--- src/rtl/lrw_pkg.sv ---
package lrw_pkg;

  typedef enum logic {SEQ_IDLE, SEQ_WAIT} seq_state_e;

  // Counter width able to hold 0 .. n-1 (at least one bit)
  function automatic int unsigned cnt_w(int unsigned n);
    return (n < 2) ? 1 : $clog2(n);
  endfunction

  // True when a counter sits on the last value of a modulo-lim range
  function automatic logic at_last(logic [31:0] value, logic [31:0] lim);
    return value == (lim - 32'd1);
  endfunction

endpackage

--- src/rtl/lrw_interval_timer.sv ---
module lrw_interval_timer #(
  parameter int unsigned INTERVAL_TICKS = 5000
) (
  input  logic clk,
  input  logic rst_n,
  input  logic ms_tick,
  input  logic hold,
  output logic expiry
);
  localparam int unsigned CW = lrw_pkg::cnt_w(INTERVAL_TICKS);

  logic [CW-1:0] tick_cnt;

  assign expiry = ms_tick & ~hold & lrw_pkg::at_last(32'(tick_cnt), 32'(INTERVAL_TICKS));

  always_ff @(posedge clk or negedge rst_n) begin
    if (!rst_n) begin
      tick_cnt <= '0;
    end else if (hold) begin
      tick_cnt <= '0;
    end else if (ms_tick) begin
      if (expiry) tick_cnt <= '0;
      else        tick_cnt <= tick_cnt + 1'b1;
    end
  end
endmodule

--- src/rtl/lrw_reset_seq.sv ---
module lrw_reset_seq #(
  parameter int unsigned POLL_LIMIT = 50,
  parameter int unsigned POLL_GAP   = 250
) (
  input  logic clk,
  input  logic rst_n,
  input  logic start,
  input  logic rst_done,
  output logic busy,
  output logic timeout,
  output logic poll_now
);
  localparam int unsigned GW = lrw_pkg::cnt_w(POLL_GAP);
  localparam int unsigned PW = lrw_pkg::cnt_w(POLL_LIMIT);

  lrw_pkg::seq_state_e state;
  logic [GW-1:0] gap_cnt;
  logic [PW-1:0] poll_cnt;
  logic          last_poll;

  assign busy      = (state == lrw_pkg::SEQ_WAIT);
  assign poll_now  = busy & lrw_pkg::at_last(32'(gap_cnt), 32'(POLL_GAP));
  assign last_poll = lrw_pkg::at_last(32'(poll_cnt), 32'(POLL_LIMIT));

  always_ff @(posedge clk or negedge rst_n) begin
    if (!rst_n) begin
      state    <= lrw_pkg::SEQ_IDLE;
      gap_cnt  <= '0;
      poll_cnt <= '0;
      timeout  <= 1'b0;
    end else begin
      case (state)
        lrw_pkg::SEQ_IDLE: begin
          if (start) begin
            state    <= lrw_pkg::SEQ_WAIT;
            gap_cnt  <= '0;
            poll_cnt <= '0;
            timeout  <= 1'b0;
          end
        end
        default: begin
          if (poll_now) begin
            gap_cnt <= '0;
            if (rst_done) begin
              state <= lrw_pkg::SEQ_IDLE;
            end else if (last_poll) begin
              state   <= lrw_pkg::SEQ_IDLE;
              timeout <= 1'b1;
            end else begin
              poll_cnt <= poll_cnt + 1'b1;
            end
          end else begin
            gap_cnt <= gap_cnt + 1'b1;
          end
        end
      endcase
    end
  end
endmodule

--- src/rtl/link_recovery_wd.sv ---
module link_recovery_wd #(
  parameter int unsigned INTERVAL_TICKS = 5000,
  parameter int unsigned POLL_LIMIT     = 50,
  parameter int unsigned POLL_GAP       = 250
) (
  input  logic clk,
  input  logic rst_n,
  input  logic ms_tick,
  input  logic link_up,
  input  logic loopback_on,
  input  logic cfg_change,
  input  logic sw_reset_req,
  input  logic rst_done,
  output logic logic_rst_req,
  output logic wd_fire,
  output logic rst_timeout
);
  // Named internal events, visible to the bound checker
  logic link_hold;
  logic wd_expiry;
  logic seq_busy;
  logic seq_timeout;
  logic poll_now;
  logic start_any;
  logic wd_accept;
  logic wd_fire_q;

  assign link_hold = link_up | loopback_on;
  assign start_any = (wd_expiry | cfg_change | sw_reset_req) & ~seq_busy;
  assign wd_accept = wd_expiry & ~seq_busy;

  lrw_interval_timer #(.INTERVAL_TICKS(INTERVAL_TICKS)) u_timer (
    .clk     (clk),
    .rst_n   (rst_n),
    .ms_tick (ms_tick),
    .hold    (link_hold),
    .expiry  (wd_expiry)
  );

  lrw_reset_seq #(.POLL_LIMIT(POLL_LIMIT), .POLL_GAP(POLL_GAP)) u_seq (
    .clk      (clk),
    .rst_n    (rst_n),
    .start    (start_any),
    .rst_done (rst_done),
    .busy     (seq_busy),
    .timeout  (seq_timeout),
    .poll_now (poll_now)
  );

  always_ff @(posedge clk or negedge rst_n) begin
    if (!rst_n) wd_fire_q <= 1'b0;
    else        wd_fire_q <= wd_accept;
  end

  assign logic_rst_req = seq_busy;
  assign wd_fire       = wd_fire_q;
  assign rst_timeout   = seq_timeout;
endmodule

--- config.mk ---
export PLATFORM = sky130hd
export DESIGN_NAME = link_recovery_wd
export DESIGN_NICKNAME = d
export VERILOG_FILES = /design/src/rtl/lrw_pkg.sv /design/src/rtl/lrw_interval_timer.sv /design/src/rtl/lrw_reset_seq.sv /design/src/rtl/link_recovery_wd.sv
export SDC_FILE = /design/constraint.sdc
export NUM_CORES = 1
export LEC_CHECK = 0
export ABC_AREA = 1
export BUFFER_PORTS_ARGS = -buffer_cell sky130_fd_sc_hd__buf_2
export CORE_ASPECT_RATIO = 0.5
export CORE_UTILIZATION = 35
export DETAILED_ROUTE_END_ITERATION = 8
export PLACE_DENSITY_LB_ADDON = 0.12
export SLEW_MARGIN = 20
export SYNTH_ARGS = -nofsm -noshare
export SYNTH_HDL_FRONTEND = slang
export SYNTH_SLANG_ARGS = --single-unit
--- constraint.sdc ---
create_clock -name clk -period 2.4 [get_ports clk]
set_input_delay 0.12 -clock clk [delete_from_list [all_inputs] [get_ports clk]]
set_output_delay 0.12 -clock clk [all_outputs]
set_load 0.01 [all_outputs]
==> results of run 1 <==
-- power breakdown --
| part | total (mW) | internal (mW) | switching [mW] | leakage, nW |
|---|---|---|---|---|
| registers | 0.508 | 0.507 | 0.00102 | 0.404 |
| clock network | 0.425 | 0.231 | 0.194 | 0.0482 |
| logic | 0.0334 | 0.00916 | 0.0242 | 0.506 |
-- flip-flops by register name, summed over array words and instances, names as in the netlist --
name / count
u_seq.busy: 1
u_seq.gap_cnt: 8
u_seq.poll_cnt: 6
u_seq.timeout: 1
u_timer.tick_cnt: 13
wd_fire: 1
-- per-layer routing --
layer | global-route usage (%) | vias to the layer above | share of wire [%]
li1 | - | 787 | -
met1 | 22.44 | 690 | 53
met2 | 24.38 | 22 | 44
met3 | 4.435 | 7 | 2.6
met4 | 5.000 | 0 | 1.1
met5 | 0 | - | 0
-- critical path: stages (launching register included) --
cell	delay, ns
dfrtp_1	0.40
ha_1	0.23
nand2_2	0.10
inv_2	0.04
nand2_1	0.07
nor2_2	0.04
nand3_2	0.07
nand2_2	0.08
nor2_2	0.28
nand2_1	0.10
o21ai_0	0.09
-- per-stage QoR --
stage          hold WS (ns)  std cells  setup WS [ns]  cell area (sq um)  utilization, %
6_report             0.1359        316         0.8157               1988           43.27
5_1_grt              0.1560        316         0.6422               1988           43.27
4_1_cts              0.1285        316         0.8217               1988           43.27
3_5_place_dp         0.2125        307         0.8374               1887           41.07
3_3_place_gp         0.2142        307         0.8447               1887           41.07
2_1_floorplan       -0.1756        231          1.036               1754               -
-- path summary, 6_finish.rpt --
kind / startpoint / to / slack [ns]
worst max-delay path: u_timer.tick_cnt[0]$_DFFE_PN0P_ / u_seq.gap_cnt[7]$_DFFE_PN0P_ / 0.82
worst min-delay path: rst_done / u_seq.timeout$_DFFE_PN0P_ / 0.14
worst max register to register: u_timer.tick_cnt[0]$_DFFE_PN0P_ / u_seq.gap_cnt[7]$_DFFE_PN0P_ / 0.82
worst min register to register: u_seq.timeout$_DFFE_PN0P_ / u_seq.timeout$_DFFE_PN0P_ / 0.48
max in group asynchronous: rst_n / u_seq.gap_cnt[2]$_DFFE_PN0P_ / 1.52
min in group asynchronous: rst_n / u_timer.tick_cnt[8]$_DFFE_PN0P_ / 0.42
-- Yosys cell counts (2+ instances only) --
cell type / count
xor2_1: 5
a21oi_1: 3
nor2_1: 23
nand4_1: 7
nor2_2: 7
nand2_2: 2
o22ai_1: 2
inv_1: 22
ha_1: 5
inv_2: 5
dfrtp_1: 30
nand3_1: 19
o21ai_1: 3
nor3_1: 6
nand2_4: 2
nand2_1: 64
o21ai_0: 16
-- cells by family (layout without fill, tap and decap cells) --
| family | after synthesis | after routing | share of synthesized area (%) |
|---|---|---|---|
| AO/OA/AOI/OAI | 26 | 26 | 7.917 |
| adder cells (fa/ha/maj) | 5 | 5 | 3.566 |
| buffers and inverters | 27 | 46 | 5.778 |
| flip-flops | 30 | 30 | 42.80 |
| AND/OR/NAND/NOR | 137 | 137 | 36.95 |
| XOR/XNOR | 6 | 6 | 2.996 |
-- layout make-up --
type / count / area (sq um)
multi-input cells: 174 / 902.1
clock buffers: 7 / 86.33
fillers: 456 / 2606
inverters: 27 / 101.3
clock inverters: 1 / 5.005
well taps: 66 / 82.58
repair buffers: 11 / 60.06
flip-flops and latches: 30 / 750.7
==> metrics, run 1 <==
outcome completed; Slew @ Worst Pin 0.7049 ns; hold crit path type input port to register; Tcrit/Tclk final 66.01%; # diodes 0; Reg2Reg Depth 10; die width 102.1 microns; # IOs 11; pin count of the biggest net entering global routing 31; Syn Nets 244; DR iter-0 viols 69; die height 52.06 microns; startpoint types register; maximum level of the CTS H-tree 2; Worst IR Drop VDD 0.1690 mV; HPWL after detailed placement 2612 microns; Clock Skew 0.006959 ns; cts hold-fix bufs 1; Yosys cell types 27; commonest non-fill, non-tap cell in the layout nand2_1; number of vias per cell 4.766; Routed Antenna Nets 0; Worst slew margin 53.01%; first-pass GRT wire length 6375 microns; Clock Sinks 30; gr usage total 16.16%; Worst Setup End Kind register; final hold violation count 0; row count 17; Max FO, Critical Path 8; cell leakage power 0.9582 nW; Final setup viols 0; Cell Area, Synth 1754 sq um; First-pass DRT Iterations 4; max-slew violation count 0; Core Area 4594 sq um; setup_tns 0 ns; Main synth FF type dfrtp_1; Avg Inst Size Synth 7.594 sq um; post-route minimum period 1.584 ns; CTS Buf Count 5; CTS root buffer clkbuf_8; # nets final 262; total power 0.9660 mW; die area 5316 sq um; YS warnings 0; most frequent cells in the layout nand2_1, dfrtp_1, nor2_1; port bufs 10; GRT Residual Overflow 0; FMAX 631.2 MHz; RSZ-0062 raised after global routing false; Post-CTS Setup Inserts 0; EDFF count, synth 0; CTS tree built; Synth async-reset ratio 100.0%; register area share after synthesis 42.80%; number of global-route vias before repair 1360; max-capacitance violation count 0; Clock Pin Slew Worst Setup and Hold Paths 0.07 ns; Routability Congestion 0.7926; Worst Hold Depth 4; Worst Path Required 2.60 ns; area leader, netlist dfrtp_1; Synth Register Bits 30; Via Count 1506; Power Dens Cells 485.9 nW/um^2; initial antenna violation count 0; Synth area leaders dfrtp_1, nand2_1, nand3_1; Setup Crit Path Kind register to register; Worst-Skew Late Latency 0.28 ns; final wirelength 3690 microns; Resize count post-CTS 0; DRC 0; clk buf depth 2; Initial Utilization 38.18%; share of the synthesized area in the top cell type 42.80%; Layout area overhead 13.34%; WP data arrival 1.78 ns; Syn Inst Count 231; drt wl/cell 11.68 microns; share of post-route cells with drive strength above 1 14.80%
Note: power is estimated with default switching activity, not from simulation.
==> run 2, diff against run 1 <==
==> constraint.sdc (replaced) <==
create_clock -name clk -period 1.6 [get_ports clk]
set_input_delay 0.08 -clock clk [delete_from_list [all_inputs] [get_ports clk]]
set_output_delay 0.08 -clock clk [all_outputs]
set_load 0.01 [all_outputs]
==> metrics, run 2 (synthesis results as in run 1) <==
Seq pwr share 51.7%; maximum level of the CTS H-tree 2; number of global-route vias before repair 1451; share of post-route cells with drive strength above 1 19.31%; final hold violation count 0; Setup Crit Path Kind register to register; CTS tree built; HPWL after detailed placement 2738 microns; Tcrit/Tclk final 92.91%; CTS root buffer clkbuf_8; clock share of power 44.6%; Net Switching 0.3518 mW; FMAX 672.7 MHz; WP data arrival 1.71 ns; die area 5316 sq um; Worst slew margin 52.81%; Switching Share 23.89%; final wirelength 3838 microns; Bufs and invs on worst path 1; crit-path cells ha_2, nand2_4, inv_2, nand2_1, nor2_2, nand3_2, nand2_4, nand2_8, nand2_4, nand2_1, nand2_1; Clock Pin Slew Worst Setup and Hold Paths 0.07 ns; Worst Path Required 1.82 ns; Initial Utilization 38.18%; initial antenna violation count 0; Clock Sinks 30; Crit path largest cell delay 0.39 ns; CP max stage cell dfrtp_1; port bufs 10; Power Dens Cells 705.2 nW/um^2; Top reg by flops u_timer.tick_cnt; die height 52.06 microns; clk buf depth 2; Power Internal 1.121 mW; DRC 0; most frequent cells in the layout nand2_1, dfrtp_1, nor2_1; die width 102.1 microns; Routability Congestion 0.7858; Worst Setup End Kind register; max reg flops 13; max-capacitance violation count 0; Clock Skew 0.01169 ns; CTS Buf Count 5; biggest regs u_timer.tick_cnt (13), u_seq.gap_cnt (8), u_seq.poll_cnt (6); # nets final 271; Slew @ Worst Pin 0.7078 ns; drt wl/cell 11.81 microns; first-pass GRT wire length 6713 microns; final std cells w/o fill 325; RSZ-0062 raised after global routing true; Worst IR Drop VDD 0.2840 mV; dpl cells 314; row count 17; commonest non-fill, non-tap cell in the layout nand2_1; cell leakage power 1.011 nW; # diodes 0; post-route minimum period 1.487 ns; First-pass DRT Iterations 4; pin count of the biggest net entering global routing 31; number of vias per cell 4.766; Routed Antenna Nets 0; startpoint types register; outcome completed; DR iter-0 viols 58; GRT Residual Overflow 0; Layout area overhead 19.04%; Final setup viols 0; Max FO, Critical Path 9; hold crit path type input port to register; gr usage total 17.07%; Worst-Skew Late Latency 0.29 ns; Crit path max-delay family simple AND/OR/NAND/NOR gates; max-slew violation count 0; setup_tns 0 ns; Core Area 4594 sq um; # IOs 11; Via Count 1549; Combinational Power Share 3.7%
==> run 2: worst paths after layout <==
path / from / to / slack (ns) / cells past startpoint
max in group asynchronous: rst_n / u_seq.poll_cnt[0]$_DFFE_PN0P_ / 0.76 / 2
min in group asynchronous: rst_n / u_timer.tick_cnt[8]$_DFFE_PN0P_ / 0.38 / 2
hold / removal: rst_done / u_seq.busy$_DFF_PN0_ / 0.09 / 4
setup reg to reg: u_timer.tick_cnt[0]$_DFFE_PN0P_ / u_seq.poll_cnt[0]$_DFFE_PN0P_ / 0.11 / 11
setup / recovery: u_timer.tick_cnt[0]$_DFFE_PN0P_ / u_seq.poll_cnt[0]$_DFFE_PN0P_ / 0.11 / 11
hold reg to reg: u_seq.timeout$_DFFE_PN0P_ / u_seq.timeout$_DFFE_PN0P_ / 0.47 / 2
==> run 2: final cells by class <==
class | count | area [sq um]
clock buffers | 6 | 82.58
clock inverters | 2 | 12.51
fillers | 474 | 2506
inverters | 27 | 101.3
multi-input cells | 174 | 930.9
flip-flops and latches | 30 | 750.7
well taps | 66 | 82.58
repair buffers | 20 | 127.6
==> run 2: power groups by stage <==
stage | combinational (mW) | sequential [mW] | clock (mW)
floorplan | 0.0188 | 0.776 | 0
global placement | 0.0514 | 0.776 | 0
detailed placement | 0.0519 | 0.776 | 0
CTS | 0.0542 | 0.761 | 0.680
global route | 0.0623 | 0.761 | 0.724
finish | 0.0546 | 0.761 | 0.657
==> run 2: routing by layer <==
layer / part of all wire (%) / track usage (%) / vias to the layer above
met5: 0 / 0 / -
li1: - / - / 804
met3: 2.9 / 4.435 / 5
met2: 44 / 26.96 / 14
met4: 1.1 / 6.429 / 0
met1: 52 / 22.55 / 726
==> run 2: worst reg2reg max path: cells and delay by family, from the launching register on <==
kind | cells | cell delay (ns)
adder cells (fa/ha/maj) | 1 | 0.22
buffers and inverters | 1 | 0.06
flip-flops | 1 | 0.39
AND/OR/NAND/NOR | 9 | 0.75
==> run 2: stage by stage <==
stage,power (mW),hold WS (ns),instance area (sq um),setup WS (ns),utilization (%)
global placement,0.8269,0.1687,1939,0.08346,42.21
finish,1.473,0.09331,2088,0.1135,45.45
detailed placement,0.8277,0.1773,1939,0.03614,42.21
floorplan,0.7944,-0.2156,1754,0.2358,-
CTS,1.495,0.08897,2044,0.008607,44.50
global route,1.548,0.09894,2088,-0.01783,45.45
==> run 2: timing repair <==
| item | 4_1_cts | 5_1_grt |
|---|---|---|
| endpoints found under the hold margin | 30 | 0 |
| hold buffers | 1 | 0 |
| gates resized for setup | 0 | 7 |
| endpoints found under the setup margin | 0 | 19 |
| setup buffers | 0 | 2 |
